$ cat config.mk
export PLATFORM = sky130hd
export DESIGN_NAME = pinfault_capture
export DESIGN_NICKNAME = d
export VERILOG_FILES = /design/src/rtl/pinfault_pkg.sv /design/src/rtl/pinfault_compare.sv /design/src/rtl/pinfault_mask_shift.sv /design/src/rtl/pinfault_window.sv /design/src/rtl/pinfault_capture.sv
export SDC_FILE = /design/constraint.sdc
export NUM_CORES = 1
export LEC_CHECK = 0
export BUFFER_PORTS_ARGS = -buffer_cell sky130_fd_sc_hd__buf_2
export CORE_UTILIZATION = 34
export CTS_CLUSTER_DIAMETER = 30
export DETAILED_ROUTE_END_ITERATION = 10
export PLACE_DENSITY_LB_ADDON = 0.05
export SLEW_MARGIN = 20
export SYNTH_ARGS = -nofsm -noshare
export SYNTH_HDL_FRONTEND = slang
export SYNTH_SLANG_ARGS = --single-unit
$ cat constraint.sdc
create_clock -name clk -period 1.8 [get_ports clk]
set_clock_uncertainty 0.05 [all_clocks]
set_input_delay 0.09 -clock clk [delete_from_list [all_inputs] [get_ports clk]]
set_output_delay 0.09 -clock clk [all_outputs]
set_load 0.02 [all_outputs]
$ cat src/rtl/pinfault_pkg.sv
package pinfault_pkg;

    // Phases of the capture sequencer
    typedef enum logic [1:0] {
        CAP_IDLE   = 2'd0,
        CAP_ACCUM  = 2'd1,
        CAP_FROZEN = 2'd2
    } cap_state_e;

    // Per-pin comparison result
    typedef struct packed {
        logic raw;     // sensed level differs from expected level
        logic masked;  // raw mismatch on an enabled pin
    } pin_cmp_t;

    // Width of a counter that indexes window cycles 0 .. cycles-1
    function automatic int win_cnt_width(input int cycles);
        return (cycles < 3) ? 1 : $clog2(cycles);
    endfunction

endpackage

$ cat src/rtl/pinfault_compare.sv
module pinfault_compare
    import pinfault_pkg::*;
#(
    parameter int NUM_PINS = 28
) (
    input  logic [NUM_PINS-1:0] dut_bus,
    input  logic [NUM_PINS-1:0] exp_bus,
    input  logic [NUM_PINS-1:0] pin_disable,
    input  logic                force_fault,
    output logic [NUM_PINS-1:0] pin_fault,
    output logic                master_fault
);

    pin_cmp_t cmp [NUM_PINS];

    generate
        for (genvar g = 0; g < NUM_PINS; g++) begin : g_pin
            assign cmp[g] = '{raw:    dut_bus[g] ^ exp_bus[g],
                              masked: (dut_bus[g] ^ exp_bus[g]) & ~pin_disable[g]};
            assign pin_fault[g] = cmp[g].masked;
        end
    endgenerate

    assign master_fault = force_fault | (|pin_fault);

endmodule

$ cat src/rtl/pinfault_mask_shift.sv
module pinfault_mask_shift #(
    parameter int NUM_PINS = 28
) (
    input  logic                clk,
    input  logic                rst,
    input  logic                sdi,
    input  logic                shift_en,
    input  logic                load,
    output logic [NUM_PINS-1:0] active_mask
);

    logic [NUM_PINS-1:0] stage_q;
    logic [NUM_PINS-1:0] active_q;

    always_ff @(posedge clk) begin
        if (rst) begin
            stage_q  <= '0;
            active_q <= '0;
        end else begin
            if (shift_en) begin
                stage_q <= {stage_q[NUM_PINS-2:0], sdi};
            end
            if (load) begin
                active_q <= stage_q;
            end
        end
    end

    assign active_mask = active_q;

endmodule

$ cat src/rtl/pinfault_window.sv
module pinfault_window
    import pinfault_pkg::*;
#(
    parameter int NUM_PINS      = 28,
    parameter int WINDOW_CYCLES = 4
) (
    input  logic                clk,
    input  logic                rst,
    input  logic                clear,
    input  logic [NUM_PINS-1:0] pin_fault,
    output logic [NUM_PINS-1:0] cap_pattern,
    output logic                capt_valid,
    output cap_state_e          state
);

    localparam int             CW       = win_cnt_width(WINDOW_CYCLES);
    localparam logic [CW-1:0]  LAST_IDX = CW'(WINDOW_CYCLES - 1);
    localparam logic [CW-1:0]  ONE_IDX  = CW'(1);

    cap_state_e          state_q, state_d;
    logic [CW-1:0]       idx_q, idx_d;
    logic [NUM_PINS-1:0] pat_q, pat_d;
    logic                fault_any;

    assign fault_any = |pin_fault;

    always_comb begin
        state_d = state_q;
        idx_d   = idx_q;
        pat_d   = pat_q;
        if (clear) begin
            state_d = CAP_IDLE;
            idx_d   = '0;
            pat_d   = '0;
        end else begin
            case (state_q)
                CAP_IDLE: begin
                    if (fault_any) begin
                        pat_d   = pin_fault;
                        idx_d   = ONE_IDX;
                        state_d = (WINDOW_CYCLES <= 1) ? CAP_FROZEN : CAP_ACCUM;
                    end
                end
                CAP_ACCUM: begin
                    pat_d = pat_q | pin_fault;
                    if (idx_q == LAST_IDX) begin
                        state_d = CAP_FROZEN;
                        idx_d   = '0;
                    end else begin
                        idx_d = idx_q + ONE_IDX;
                    end
                end
                CAP_FROZEN: begin
                    state_d = CAP_FROZEN;
                end
                default: begin
                    state_d = CAP_IDLE;
                    idx_d   = '0;
                    pat_d   = '0;
                end
            endcase
        end
    end

    always_ff @(posedge clk) begin
        if (rst) begin
            state_q <= CAP_IDLE;
            idx_q   <= '0;
            pat_q   <= '0;
        end else begin
            state_q <= state_d;
            idx_q   <= idx_d;
            pat_q   <= pat_d;
        end
    end

    assign cap_pattern = pat_q;
    assign capt_valid  = (state_q == CAP_FROZEN);
    assign state       = state_q;

endmodule

$ cat src/rtl/pinfault_capture.sv
module pinfault_capture
    import pinfault_pkg::*;
#(
    parameter int NUM_PINS      = 28,
    parameter int WINDOW_CYCLES = 4
) (
    input  logic                clk,
    input  logic                rst,
    input  logic [NUM_PINS-1:0] dut_bus,
    input  logic [NUM_PINS-1:0] exp_bus,
    input  logic                mask_sdi,
    input  logic                mask_shift_en,
    input  logic                mask_load,
    input  logic                force_fault,
    input  logic                host_clear,
    output logic                master_fault,
    output logic                capt_valid,
    output logic [NUM_PINS-1:0] mon_bus
);

    logic [NUM_PINS-1:0] active_mask;
    logic [NUM_PINS-1:0] pin_fault;
    logic [NUM_PINS-1:0] cap_pattern;
    cap_state_e          win_state;

    pinfault_mask_shift #(
        .NUM_PINS(NUM_PINS)
    ) u_mask (
        .clk        (clk),
        .rst        (rst),
        .sdi        (mask_sdi),
        .shift_en   (mask_shift_en),
        .load       (mask_load),
        .active_mask(active_mask)
    );

    pinfault_compare #(
        .NUM_PINS(NUM_PINS)
    ) u_cmp (
        .dut_bus     (dut_bus),
        .exp_bus     (exp_bus),
        .pin_disable (active_mask),
        .force_fault (force_fault),
        .pin_fault   (pin_fault),
        .master_fault(master_fault)
    );

    pinfault_window #(
        .NUM_PINS     (NUM_PINS),
        .WINDOW_CYCLES(WINDOW_CYCLES)
    ) u_win (
        .clk        (clk),
        .rst        (rst),
        .clear      (host_clear),
        .pin_fault  (pin_fault),
        .cap_pattern(cap_pattern),
        .capt_valid (capt_valid),
        .state      (win_state)
    );

    // Monitor source: frozen pattern once valid, otherwise the live expected bus
    assign mon_bus = capt_valid ? cap_pattern : exp_bus;

endmodule

# Word-level counts from Yosys, hierarchy flattened
# Index checks and enable logic that the tools add are counted.
[totals]
ff_bits = 88
input_bits = 63
output_inout_bits = 30
wordCells = 111
[op_classes]
add_sub_neg = 1
n_eq_ne = 5
n_mux = 8
n_bitwise = 87
reduce_logical = 5
[ops]
columns = ["op", "n"]
rows = [
  ["28-bit case mux with 3 select lines", 1],
  ["28-bit 2-to-1 mux", 2],
  ["1-bit inverter", 29],
  ["1-bit AND", 28],
  ["28-bit OR", 1],
  ["28-bit OR reduction", 1],
  ["1-bit bitwise XOR", 28],
  ["2-bit case mux with 3 select lines", 2],
  ["2-bit 2-to-1 mux", 3],
  ["2-bit equality test, second input constant", 2],
  ["2-bit by 1-bit != test with 1-bit output, second input constant", 2],
  ["2-bit AND reduction", 2],
  ["2-bit by 1-bit adder with 2-bit output, second input constant", 1],
  ["2-bit by 1-bit equality test with 1-bit output, second input constant", 1],
  ["2-bit zero test", 1],
  ["2-bit OR reduction", 1],
  ["1-bit OR", 1],
]

# Longest topological paths before layout
# Gate-level depths: netlist of the first run.
[depth]
depth_word = 5
ltp_mapped = 9
depth_no_buf = 7

# Modules after synthesis
# From an unflattened synthesis of the first run, not the netlist that was laid out.
[hier_totals]
cells_unflattened = 392
hier_area_um2 = 4185.3
[modules_own_cells]
columns = ["mod", "instances", "cells_per_inst", "area_each_um2", "seq_area_each_um2"]
rows = [
  ["pinfault_mask_shift", 1, 180, 2023.2, 1121.1],
  ["pinfault_window", 1, 107, 1257.5, 640.6],
  ["pinfault_compare", 1, 74, 462.9, 0.0],
  ["pinfault_capture", 1, 31, 441.7, 0.0],
]

# Worst setup path before layout of the first run
# OpenSTA, ideal clock, no wires.
[synth_timing]
kind = "reg-to-output"
startpoint = "reg u_win.state_q[0] (netlist: u_win.state[0])"
endpoint = "out mon_bus[18]"
t_arrival_ns = 1.879
slack_ns = -0.219
path_stages_with_launch = 6
n_path_buf = 2
cell_sequence = "dfxtp_1 -> inv_1 -> ha_1 -> buf_1 -> buf_1 -> mux2_2"
[synth_via]
elab_chain_cells = 2
[synth_rtl]
columns = ["item", "line", "source"]
rows = [
  ["start, declared", "pinfault_window.sv:20", "cap_state_e state_q, state_d;"],
  ["start signal, assigned", "pinfault_window.sv:71", "state_q <= state_d;"],
  ["2-bit equality test", "pinfault_window.sv:78", "assign capt_valid = (state_q == CAP_FROZEN);"],
  ["net capt_valid", "pinfault_capture.sv:17", "output logic capt_valid,"],
  ["28-bit 2-to-1 mux", "pinfault_capture.sv:62", "assign mon_bus = capt_valid ? cap_pattern : exp_bus;"],
  ["end, declared", "pinfault_capture.sv:18", "output logic [NUM_PINS-1:0] mon_bus"],
]
# The timed path passes the listed nets, and every way through them passes these cells.

# Worst setup path after layout of the first run
[layout_timing]
startpoint = "reg u_mask.active_q[19] (netlist: u_mask.active_mask[19])"
endpoint = "reg u_win.pat_q[17] (netlist: u_win.cap_pattern[17])"
[layout_via]
elab_chain_cells = 5
[layout_rtl]
columns = ["item", "line", "source"]
rows = [
  ["start, declared", "pinfault_mask_shift.sv:13", "logic [NUM_PINS-1:0] active_q;"],
  ["start signal, assigned", "pinfault_mask_shift.sv:24", "active_q <= stage_q;"],
  ["1-bit inverter", "pinfault_compare.sv:19", "masked: (dut_bus[g] ^ exp_bus[g]) & ~pin_disable[g]};"],
  ["1-bit AND", "pinfault_compare.sv:19", ""],
  ["28-bit OR reduction", "pinfault_window.sv:25", "assign fault_any = |pin_fault;"],
  ["2-bit by 1-bit != test with 1-bit output (no source line)", "--", ""],
  ["2-bit AND reduction (no source line)", "--", ""],
  ["end signal, assigned", "pinfault_window.sv:73", "pat_q <= pat_d;"],
  ["end, declared", "pinfault_window.sv:22", "logic [NUM_PINS-1:0] pat_q, pat_d;"],
]
# No other way between the ends.
# A chain may end at the register's enable or synchronous reset.

==> qor.yml, run 1 <==
drc: 12
diodes: 0
synthesis.area_sq_mm: 0.00405
required_ns: 1.98
portBuffers: 92
vias_per_cell: 5.07
ys.warnings.count: 0
cp_slowest_stage_delay_ns: 0.45
dp_slack_ns: -0.250
drt-total-wl_mm: 10.9
fp-row-count: 39
finalHoldViolCount: 0
synthFlopType: "dfxtp_1"
synth.distinct_cells: 34
path_max_fanout: 6
cpMostUsedCell: "buf_4"
violations: "DRC, setup timing"
utilization: 0.491
report.final.slew_viol_count: 0
p_per_area_mw_per_mm2: 852
maxCapViolations: 0
fin_nets: 595
cts_buffer_depth: 2
die_area_sq_mm: 0.0123
critPathSlowestCell: "or3_4"
grt_max_degree: 57
clkSinkCount: 88
synth_cells: 388
fp.dieH_um: 111
hpwl_mm: 7.31
cts_tree: "done"
cts_root_buf: "clkbuf_16"
rsz0062_at_grt: "true"
vias: 3420
gp_congestion: 0.723
start_util: 0.351
drt.antenna.violating_nets: 0
fin_ws_ns: -0.195
syn_area_per_cell_sq_um: 10.4
ios: 93
dp_cells: 652
syn_nets: 455
clk_pin_slew_ns: 0.06
cp_num_buf_inv: 3
setup_violations: 29
die_w_um: 111
synthArstFlopShare: 0
crit_family: "simple AND/OR/NAND/NOR gates"
r2r_slack_ns: -0.20
slew_headroom: 0.478
grtUsageTotal: 0.178
ys_seq_area_frac: 0.436
p_leak_nw: 2.54
fin_crit_ns: 2.00
drt_iter0_markers: 125
worstSetupPathType: "flop to flop"
core_sq_mm: 0.0115
dr.pass1.iters: 7
synth_seq_cells: 88
cts_max_level: 3
grt_pass1_wl_mm: 17.1
placed_area_sq_mm: 0.00500
areaGrowthSynthToFinish_pct: 39.9
cts_buffers: 9
fin_cells: 674
crit_chain: "o22ai_4 -> nor4_2 -> buf_4 -> buf_4 -> and4_4 -> or3_4 -> buf_6 -> a32o_2"
status: "finished, violations left"
tightest_slew_ns: 0.783
worstPathArrival_ns: 2.17
crit_path_start_kind: "flop"
worstSkewPairLatency_ns: 0.33
peakVddDrop_mv: 0.496
drive_above_1_share: 0.492
period_share: 1.11
fill_cells: 1070
grt_pass1_vias: 3243
cp-end-kind: "flop"
synth_edf_count: 0
fmax_ghz: 0.501
antenna_found_initial: 0
route.detailed.wl_per_inst_um: 16.2
overflow: 0
final_area_sq_mm: 0.00566
hold_path_class: "primary input to flop"
-- cells in the final DEF (no fill, tap or decap), types with 2 or more instances in the layout --
| cell | n |
|---|---|
| o22ai_4 | 6 |
| mux2_2 | 29 |
| clkbuf_16 | 11 |
| buf_12 | 4 |
| inv_2 | 2 |
| ha_1 | 2 |
| nor3_1 | 29 |
| clkinv_2 | 2 |
| a32o_1 | 10 |
| nor2_1 | 58 |
| xnor2_1 | 28 |
| nor4_4 | 3 |
| o22ai_2 | 6 |
| buf_6 | 8 |
| dfxtp_1 | 70 |
| bufinv_16 | 2 |
| mux2i_1 | 56 |
| dfxtp_2 | 18 |
| a21oi_1 | 3 |
| buf_4 | 52 |
| a32o_2 | 18 |
| buf_2 | 89 |
| ha_4 | 2 |
-- state kept, by name, indices dropped and copies added (netlist names) --
name / flops
u_win.cap_pattern: 28
u_mask.stage_q: 28
u_win.idx_q: 2
u_win.state: 2
u_mask.active_mask: 28
-- final timing paths --
| kind | startpoint | endpoint | cells past startpoint |
|---|---|---|---|
| min reg2reg | u_win.idx_q[1]$_SDFFE_PP0P_ | u_win.idx_q[1]$_SDFFE_PP0P_ | 2 |
| max reg2reg | u_mask.active_mask[19]$_SDFFE_PP0P_ | u_win.cap_pattern[17]$_SDFFE_PP0P_ | 8 |
| min | mask_shift_en | u_mask.stage_q[6]$_SDFFE_PP0P_ | 3 |
| max | u_mask.active_mask[19]$_SDFFE_PP0P_ | u_win.cap_pattern[17]$_SDFFE_PP0P_ | 8 |
-- final cells by class --
class,instances,area [sq um],area share
inverter,3,13.8,0.00243
multi-input combinational,269,2290,0.405
timing repair buffer,157,1080,0.191
sequential,88,1780,0.315
clock buffer,10,239,0.0422
tap,143,179,0.0316
clock inverter,4,70.1,0.0124
-- Yosys cell counts, types with 2 or more instances --
cell type,n,area [sq um]
xnor2_1,28,245
or2_2,2,12.5
dfxtp_1,88,1760
clkbuf_1,12,45.0
ha_1,4,50.1
nor3_1,29,145
buf_8,2,30.0
nor2_1,59,221
o21ai_0,2,10.0
mux2_2,29,327
buf_1,7,26.3
a21oi_1,3,15.0
mux2i_1,56,561
a32o_2,18,203
a32o_1,10,100
buf_2,3,15.0
buf_6,4,45.0
o22ai_1,12,75.1
inv_1,3,11.3
nor4_2,3,37.5
-- metal layers --
metal	track usage	wire [um]
met4	0.0703	188
met5	0	0
met1	0.233	5150
met2	0.289	5200
met3	0.0350	371
-- per-stage QoR --
| stage | setup TNS [ns] | power (W) | hold WS [ns] |
|---|---|---|---|
| after floorplan | 0 | 0.00252 | 0.187 |
| after global placement | -7.40 | 0.00279 | 0.284 |
| after detailed placement | -7.25 | 0.00280 | 0.299 |
| after CTS | -1.60 | 0.00484 | 0.210 |
| after global routing | -6.95 | 0.00504 | 0.247 |
| final | -5.21 | 0.00482 | 0.227 |
-- worst reg2reg max path, cell delays in order, from the launching register on --
cell and delay, ns:
dfxtp_2 0.34, o22ai_4 0.17, nor4_2 0.08, buf_4 0.14
buf_4 0.12, and4_4 0.14, or3_4 0.45, buf_6 0.17
a32o_2 0.23
-- power breakdown --
part	internal [W]	leakage, nW	switching [W]
Sequential	0.00200	0.722	0.0000304
Combinational	0.000400	1.66	0.000430
Clock	0.00123	0.154	0.000730
Total	0.00363	2.54	0.00119
-- logic make-up after synthesis --
| kind of cell | synth area share |
|---|---|
| simple gates | 0.119 |
| flops | 0.436 |
| mux | 0.219 |
| compound gates | 0.110 |
| buf+inv | 0.0427 |
| xor+xnor | 0.0606 |
| fa+ha+maj | 0.0124 |
-- repair_timing --
| item | 4_1_cts | 5_1_grt |
|---|---|---|
| pin swaps | 13 | 33 |
| setup endpoints to repair | 55 | 59 |
| cloned | 1 | 2 |
| gates resized for setup | 48 | 13 |
| hold buffers | 1 | 0 |
| endpoints found under the hold margin | 1 | 0 |
| setup buffers | 3 | 2 |
(Power assumes the default switching activity.)
==> inputs of run 2 (changes only) <==
Settings changed: SYNTH_HIERARCHICAL set to 1.
==> qor.yml, run 2 <==
vias_per_cell: 4.98  # was 5.07
synth.distinct_cells: 25  # was 34
maxCapViolations: 0  # unchanged
crit_path_end: "mon_bus[27]"  # was u_win.cap_pattern[17]$_SDFFE_PP0P_
fmax_ghz: 0.539  # was 0.501 GHz
p_clk_frac: 0.372  # was 0.407
cts_root_buf: "clkbuf_16"  # unchanged
diodes: 0  # unchanged
highest_layer: "met4"  # unchanged
cts_tree: "done"  # unchanged
synthesis.area_sq_mm: 0.00419  # was 0.00405 sq mm
gp_congestion: 0.775  # was 0.723
cts_max_level: 3  # unchanged
grt_pass1_vias: 3299  # was 3,243
required_ns: 1.66  # was 1.98 ns
setup_violations: 31  # was 29
synthMuxAreaShare: 0.237  # was 0.219
drc: 0  # was 12
synth_xor_area_frac: 0.0586  # was 0.0606
ys_seq_area_frac: 0.421  # was 0.436
portBuffers: 92  # unchanged
crit_path_start_kind: "flop"  # unchanged
period_share: 1.03  # was 1.11
finalHoldViolCount: 0  # unchanged
ys.warnings.count: 6  # was 0
worstSkewPairLatency_ns: 0.34  # was 0.33 ns
fin_ws_ns: -0.0548  # was -0.195 ns
worstSetupPathType: "flop to primary output"  # was flop to flop
netlist_top_cells_area: "dfxtp_1 (42%), mux2i_1 (14%), nor2_1 (7.9%)"  # was dfxtp_1 (44%), mux2i_1 (14%), mux2_2 (8.1%)
hold_path_class: "primary input to flop"  # unchanged
synth_seq_cells: 88  # unchanged
die_area_sq_mm: 0.0128  # was 0.0123 sq mm
core_sq_mm: 0.0120  # was 0.0115 sq mm
yosys-top-cells-count: "dfxtp_1 (88), nor2_1 (88), mux2i_1 (60)"  # was dfxtp_1 (88), nor2_1 (59), mux2i_1 (56)
utilization: 0.472  # was 0.491
p_leak_nw: 2.47  # was 2.54 nW
slew_headroom: 0.602  # was 0.478
grt_pass1_wl_mm: 17.7  # was 17.1 mm
die_w_um: 113  # was 111 um
cp-startpoint: "u_win/state[0]$_SDFFE_PP0P_"  # was u_mask.active_mask[19]$_SDFFE_PP0P_
antenna_found_initial: 0  # unchanged
synth-compound-area-share: 0.0981  # was 0.110
fp.dieH_um: 113  # was 111 um
power.total_w: 0.00470  # was 0.00482 W
synthArstFlopShare: 0  # unchanged
combPwrFrac: 0.195  # was 0.172
synth_edf_count: 0  # unchanged
vias: 3334  # was 3,420
worstPathArrival_ns: 1.71  # was 2.17 ns
fill_cells: 1157  # was 1,070
synth_top_family_by_area: "multiplexers"  # unchanged
drt_iter0_markers: 176  # was 125
swShare: 0.263  # was 0.247
clk_pin_slew_ns: 0.06  # about the same
ios: 93  # unchanged
syn_area_per_cell_sq_um: 10.7  # was 10.4 sq um
drt.antenna.violating_nets: 0  # unchanged
seqPwrFrac: 0.433  # was 0.421
synthAdderAreaFrac: 0.0149  # was 0.0124
mostFrequentLayoutCells: "nor2_1 (82), dfxtp_1 (77), buf_2 (63)"  # was buf_2 (89), dfxtp_1 (70), nor2_1 (58)
grt_max_degree: 57  # unchanged
wl_met1_mm: 5.51  # was 5.15 mm
dr_wl_met2_mm: 5.12  # was 5.20 mm
p_switching_w: 0.00124  # was 0.00119 W
fp-row-count: 40  # was 39
start_util: 0.348  # was 0.351
route.detailed.wl_per_inst_um: 16.7  # was 16.2 um
fin_nets: 587  # was 595
synth-simple-area-share: 0.108  # was 0.119
cp-end-kind: "primary output"  # was flop
violations: "setup timing"  # was DRC, setup timing
rsz0062_at_grt: "true"  # unchanged
status: "finished, violations left"  # unchanged
rr_startpoint: "u_mask/active_mask[17]$_SDFFE_PP0P_"  # was u_mask.active_mask[19]$_SDFFE_PP0P_
dr.pass1.iters: 5  # was 7
peakVddDrop_mv: 0.497  # was 0.496 mV
final_common_cell: "nor2_1"  # was buf_2
overflow: 0  # unchanged
synth_top_area_share: 0.421  # was 0.436
cts_buffers: 9  # unchanged
areaGrowthSynthToFinish_pct: 35.6  # was 39.9%
synth_cells: 392  # was 388
r2r_end: "u_win/cap_pattern[6]$_SDFFE_PP0P_"  # was u_win.cap_pattern[17]$_SDFFE_PP0P_
drt-total-wl_mm: 11.2  # was 10.9 mm
p_per_area_mw_per_mm2: 829  # was 852 mW/mm^2
fin_crit_ns: 1.85  # was 2.00 ns
clkSinkCount: 88  # unchanged
grtUsageTotal: 0.183  # was 0.178
met3WireLength_um: 428  # was 371 um
report.final.slew_viol_count: 0  # unchanged
path_max_fanout: 8  # was 6
worst_r2r_path_depth: 8  # unchanged
hpwl_mm: 7.98  # was 7.31 mm
drive_above_1_share: 0.400  # was 0.492
cts_buffer_depth: 2  # unchanged
tightest_slew_ns: 0.598  # was 0.783 ns
synthFlopType: "dfxtp_1"  # unchanged
p_int_w: 0.00347  # was 0.00363 W
r2r_slack_ns: 0  # was -0.20 ns
syn_nets: 460  # was 455
synth_largest_area_cell: "dfxtp_1"  # unchanged
## run 2: layout make-up
cell class	count	area, sq um	share of cell area
Clock buffer	12	256	0.0452
Clock inverter	3	17.5	0.00309
Inverter	3	11.3	0.00198
Tap cell	147	184	0.0324
Timing Repair Buffer	139	1120	0.198
Multi-Input combinational cell	278	2310	0.407
Sequential cell	88	1780	0.313
## run 2: per-stage QoR
step / hold slack [ns] / std cells / area (sq um) / setup TNS [ns] / setup slack [ns]
2_1_floorplan: 0.187 / 392 / 4190 / 0 / 0.0254
3_3_place_gp: 0.282 / 647 / 4950 / -4.81 / -0.163
3_5_place_dp: 0.281 / 647 / 4950 / -4.02 / -0.149
4_1_cts: 0.179 / 671 / 5650 / -0.974 / -0.0563
5_1_grt: 0.220 / 670 / 5670 / -4.58 / -0.116
6_report: 0.166 / 670 / 5670 / -1.18 / -0.0548
## run 2: cell families after synthesis
family | after synthesis
adders and majority gates | 5
xor gates and xnor gates | 28
DFF | 88
and+or+nand+nor | 110
AOI/OAI and AO/OA | 47
buffers and inverters | 26
muxes | 88
## run 2: what timing repair did
action	in CTS	in global routing
hold buffers	1	0
setup buffers	5	0
pin swaps	15	13
gates resized for setup	99	14
endpoints found under the setup margin	61	61
gates cloned	3	0
hold endpoints to repair	1	0
## run 2: worst min path at each step
stage                 from                             endpoint  slack [ns]  cells past startpoint
2_1_floorplan     mask_sdi       u_mask/stage_q[0]$_SDFFE_PP0P_        0.19                      2
3_3_place_gp      mask_sdi       u_mask/stage_q[0]$_SDFFE_PP0P_        0.28                      3
3_5_place_dp      mask_sdi       u_mask/stage_q[0]$_SDFFE_PP0P_        0.28                      3
4_1_cts        dut_bus[13]   u_win/cap_pattern[13]$_SDFFE_PP0P_        0.18                      4
5_1_grt          mask_load  u_mask/active_mask[20]$_SDFFE_PP0P_        0.22                      3
6_report       dut_bus[13]   u_win/cap_pattern[13]$_SDFFE_PP0P_        0.17                      4
## run 2: worst max-delay path, stage by stage, from the launching register on
cell     delay (ns)
dfxtp_2        0.32
inv_2          0.08
buf_6          0.11
ha_4           0.24
buf_12         0.17
mux2_4         0.32
buf_6          0.13
## run 2: power by group through the flow
stage / Clock (W) / Sequential [W] / Combinational, W
2_1_floorplan: 0 / 0.00206 / 0.000493
4_1_cts: 0.00179 / 0.00204 / 0.000918
3_5_place_dp: 0 / 0.00208 / 0.000766
5_1_grt: 0.00188 / 0.00204 / 0.000987
6_report: 0.00175 / 0.00204 / 0.000919
3_3_place_gp: 0 / 0.00208 / 0.000761
## run 2: routing by layer
| metal | vias to the layer above | GRT usage |
|---|---|---|
| li1 | 1664 | - |
| met1 | 1582 | 0.251 |
| met2 | 75 | 0.292 |
| met3 | 13 | 0.0348 |
| met4 | 0 | 0.0570 |
| met5 | - | 0 |
==> inputs of run 3 (changes only) <==
Settings changed: CORE_UTILIZATION 34 to 49.
==> qor.yml, run 3 (synthesized netlist as in run 2, its figures left out) <==
clkSinkCount: 88  # unchanged
fin_ws_ns: -0.132  # was -0.0548 ns
drc: 0  # unchanged
status: "finished, violations left"  # unchanged
violations: "setup timing"  # unchanged
report.final.slew_viol_count: 0  # unchanged
fmax_ghz: 0.517  # was 0.539 GHz
period_share: 1.07  # was 1.03
grt_max_degree: 57  # unchanged
route.detailed.wl_per_inst_um: 17.7  # was 16.7 um
grt_util_met1: 0.352  # was 0.251
worstPathArrival_ns: 2.18  # was 1.71 ns
worstSkewPairLatency_ns: 0.36  # was 0.34 ns
cts_buffers: 9  # unchanged
setup_violations: 58  # was 31
hold_path_class: "primary input to flop"  # unchanged
cp-startpoint: "u_win/state[1]$_SDFFE_PP0P_"  # was u_win/state[0]$_SDFFE_PP0P_
slew_headroom: 0.620  # was 0.602
fin_crit_ns: 1.93  # was 1.85 ns
peakVddDrop_mv: 0.407  # was 0.497 mV
required_ns: 2.05  # was 1.66 ns
crit_path_start_kind: "flop"  # unchanged
grtUsageTotal: 0.256  # was 0.183
drt-total-wl_mm: 11.5  # was 11.2 mm
cts_max_level: 3  # unchanged
start_util: 0.507  # was 0.348
die_area_sq_mm: 0.00892  # was 0.0128 sq mm
mostFrequentLayoutCells: "nor2_1 (81), dfxtp_1 (69), buf_2 (64)"  # was nor2_1 (82), dfxtp_1 (77), buf_2 (63)
crit_chain: "inv_2 -> ha_4 -> nor4b_4 -> nand4_1 -> buf_4 -> o21ai_4 -> buf_6 -> buf_12 -> a32o_1"  # was inv_2 -> buf_6 -> ha_4 -> buf_12 -> mux2_4 -> buf_6
diodes: 0  # unchanged
drt.antenna.violating_nets: 0  # unchanged
fin_hold_ws_ns: 0.176  # was 0.166 ns
p_leak_nw: 2.57  # was 2.47 nW
clk_pin_slew_ns: 0.08  # was 0.06 ns
rsz0062_at_grt: "true"  # unchanged
placed_area_sq_mm: 0.00497  # was 0.00495 sq mm
antenna_found_initial: 0  # unchanged
dp_slack_ns: -0.254  # was -0.149 ns
hpwl_mm: 7.65  # was 7.98 mm
worstSetupPathType: "flop to flop"  # was flop to primary output
met3_usage: 0.0459  # was 0.0348
utilization: 0.708  # was 0.472
fp.dieH_um: 94.4  # was 113 um
grt_pass1_vias: 3354  # was 3,299
vias_per_cell: 5.40  # was 4.98
use_met2: 0.407  # was 0.292
dp_cells: 617  # was 647
drt_iter0_markers: 152  # was 176
cts_tree: "done"  # unchanged
core_sq_mm: 0.00826  # was 0.0120 sq mm
portBuffers: 92  # unchanged
final_common_cell: "nor2_1"  # unchanged
cp-end-kind: "flop"  # was primary output
vias: 3505  # was 3,334
fin_cells: 649  # was 670
worst_r2r_path_depth: 9  # was 8
ios: 93  # unchanged
finalHoldViolCount: 0  # unchanged
gp_congestion: 0.811  # was 0.775
die_w_um: 94.4  # was 113 um
rr_startpoint: "u_win/state[1]$_SDFFE_PP0P_"  # was u_mask/active_mask[17]$_SDFFE_PP0P_
overflow: 0  # unchanged
crit_path_end: "u_win/cap_pattern[19]$_SDFFE_PP0P_"  # was mon_bus[27]
fin_nets: 609  # was 587
grt_pass1_wl_mm: 17.1  # was 17.7 mm
cp_slowest_stage_delay_ns: 0.37  # was 0.32 ns
cts_root_buf: "clkbuf_8"  # was clkbuf_16
dr.pass1.iters: 5  # unchanged
p_per_area_mw_per_mm2: 728  # was 829 mW/mm^2
busiest_layer: "met2"  # unchanged
fill_cells: 640  # was 1,157
drive_above_1_share: 0.458  # was 0.400
r2r_slack_ns: -0.13  # was 0 ns
cts_buffer_depth: 2  # unchanged
path_max_fanout: 5  # was 8
fp-row-count: 33  # was 40
areaGrowthSynthToFinish_pct: 39.6  # was 35.6%
critPathSlowestCell: "dfxtp_1"  # was dfxtp_2
tightest_slew_ns: 0.570  # was 0.598 ns
maxCapViolations: 0  # unchanged
final_area_sq_mm: 0.00584  # was 0.00567 sq mm
r2r_end: "u_win/cap_pattern[19]$_SDFFE_PP0P_"  # was u_win/cap_pattern[6]$_SDFFE_PP0P_
-- run 3: cell types whose count changed in the layout (fill, tap and decap cells not counted), moves of 2 or more --
cell	previous run	this run
o22ai_4	0	3
buf_6	35	37
clkbuf_16	9	2
buf_4	32	47
dfxtp_2	11	15
o22ai_1	11	8
dfxtp_4	0	4
buf_8	1	3
nor4_1	5	2
dfxtp_1	77	69
clkbuf_8	2	10
nor4_2	2	4
-- run 3: worst min path at each step --
stage               depth (start not counted)                                  to  slack, ns         from
global placement                            3      u_mask/stage_q[0]$_SDFFE_PP0P_       0.28     mask_sdi
finish                                      4   u_win/cap_pattern[5]$_SDFFE_PP0P_       0.18   dut_bus[5]
global route                                4  u_win/cap_pattern[24]$_SDFFE_PP0P_       0.18  dut_bus[24]
detailed placement                          3      u_mask/stage_q[0]$_SDFFE_PP0P_       0.29     mask_sdi
floorplan                                   2      u_mask/stage_q[0]$_SDFFE_PP0P_       0.19     mask_sdi
CTS                                         4  u_win/cap_pattern[13]$_SDFFE_PP0P_       0.14  dut_bus[13]
-- run 3: where the power goes --
| group | switching (W) | internal [W] |
|---|---|---|
| sequential | 0.0000331 | 0.00199 |
| combinational | 0.000499 | 0.000546 |
| clock | 0.000669 | 0.000517 |
-- run 3: metal layers --
| layer | vias to the layer above | wire length (um) |
|---|---|---|
| met5 | - | 0 |
| met4 | 0 | 118 |
| met3 | 12 | 568 |
| met1 | 1688 | 5280 |
| met2 | 103 | 5520 |
| li1 | 1702 | - |
-- run 3: repair_timing --
item | CTS | global route
pin swaps | 9 | 34
hold buffers | 1 | 0
buffers inserted | 7 | 6
gates resized for setup | 62 | 83
hold endpoints to repair | 1 | 0
setup endpoints to repair | 61 | 60
gates cloned | 4 | 3
-- run 3: layout make-up --
cell class / count / area, sq um / share of cell area
clock inverter: 4 / 22.5 / 0.00385
clock buffer: 10 / 138 / 0.0235
sequential: 88 / 1800 / 0.307
tap: 105 / 131 / 0.0225
inverter: 3 / 11.3 / 0.00193
multi-input combinational: 278 / 2400 / 0.410
timing repair buffer: 161 / 1350 / 0.231
-- run 3: critical path, delay by kind of cell (launching register included) --
kind	cells	cell delay, ns
buffers and inverters	4	0.59
DFF	1	0.37
and+or+nand+nor	2	0.37
AOI/OAI and AO/OA	2	0.34
adders and majority gates	1	0.14
-- run 3: stage by stage --
stage / setup TNS [ns] / total power, W
after floorplan: 0 / 0.00255
after global placement: -5.13 / 0.00285
after detailed placement: -6.86 / 0.00287
after CTS: -3.26 / 0.00416
after global routing: -8.22 / 0.00442
final: -4.82 / 0.00425
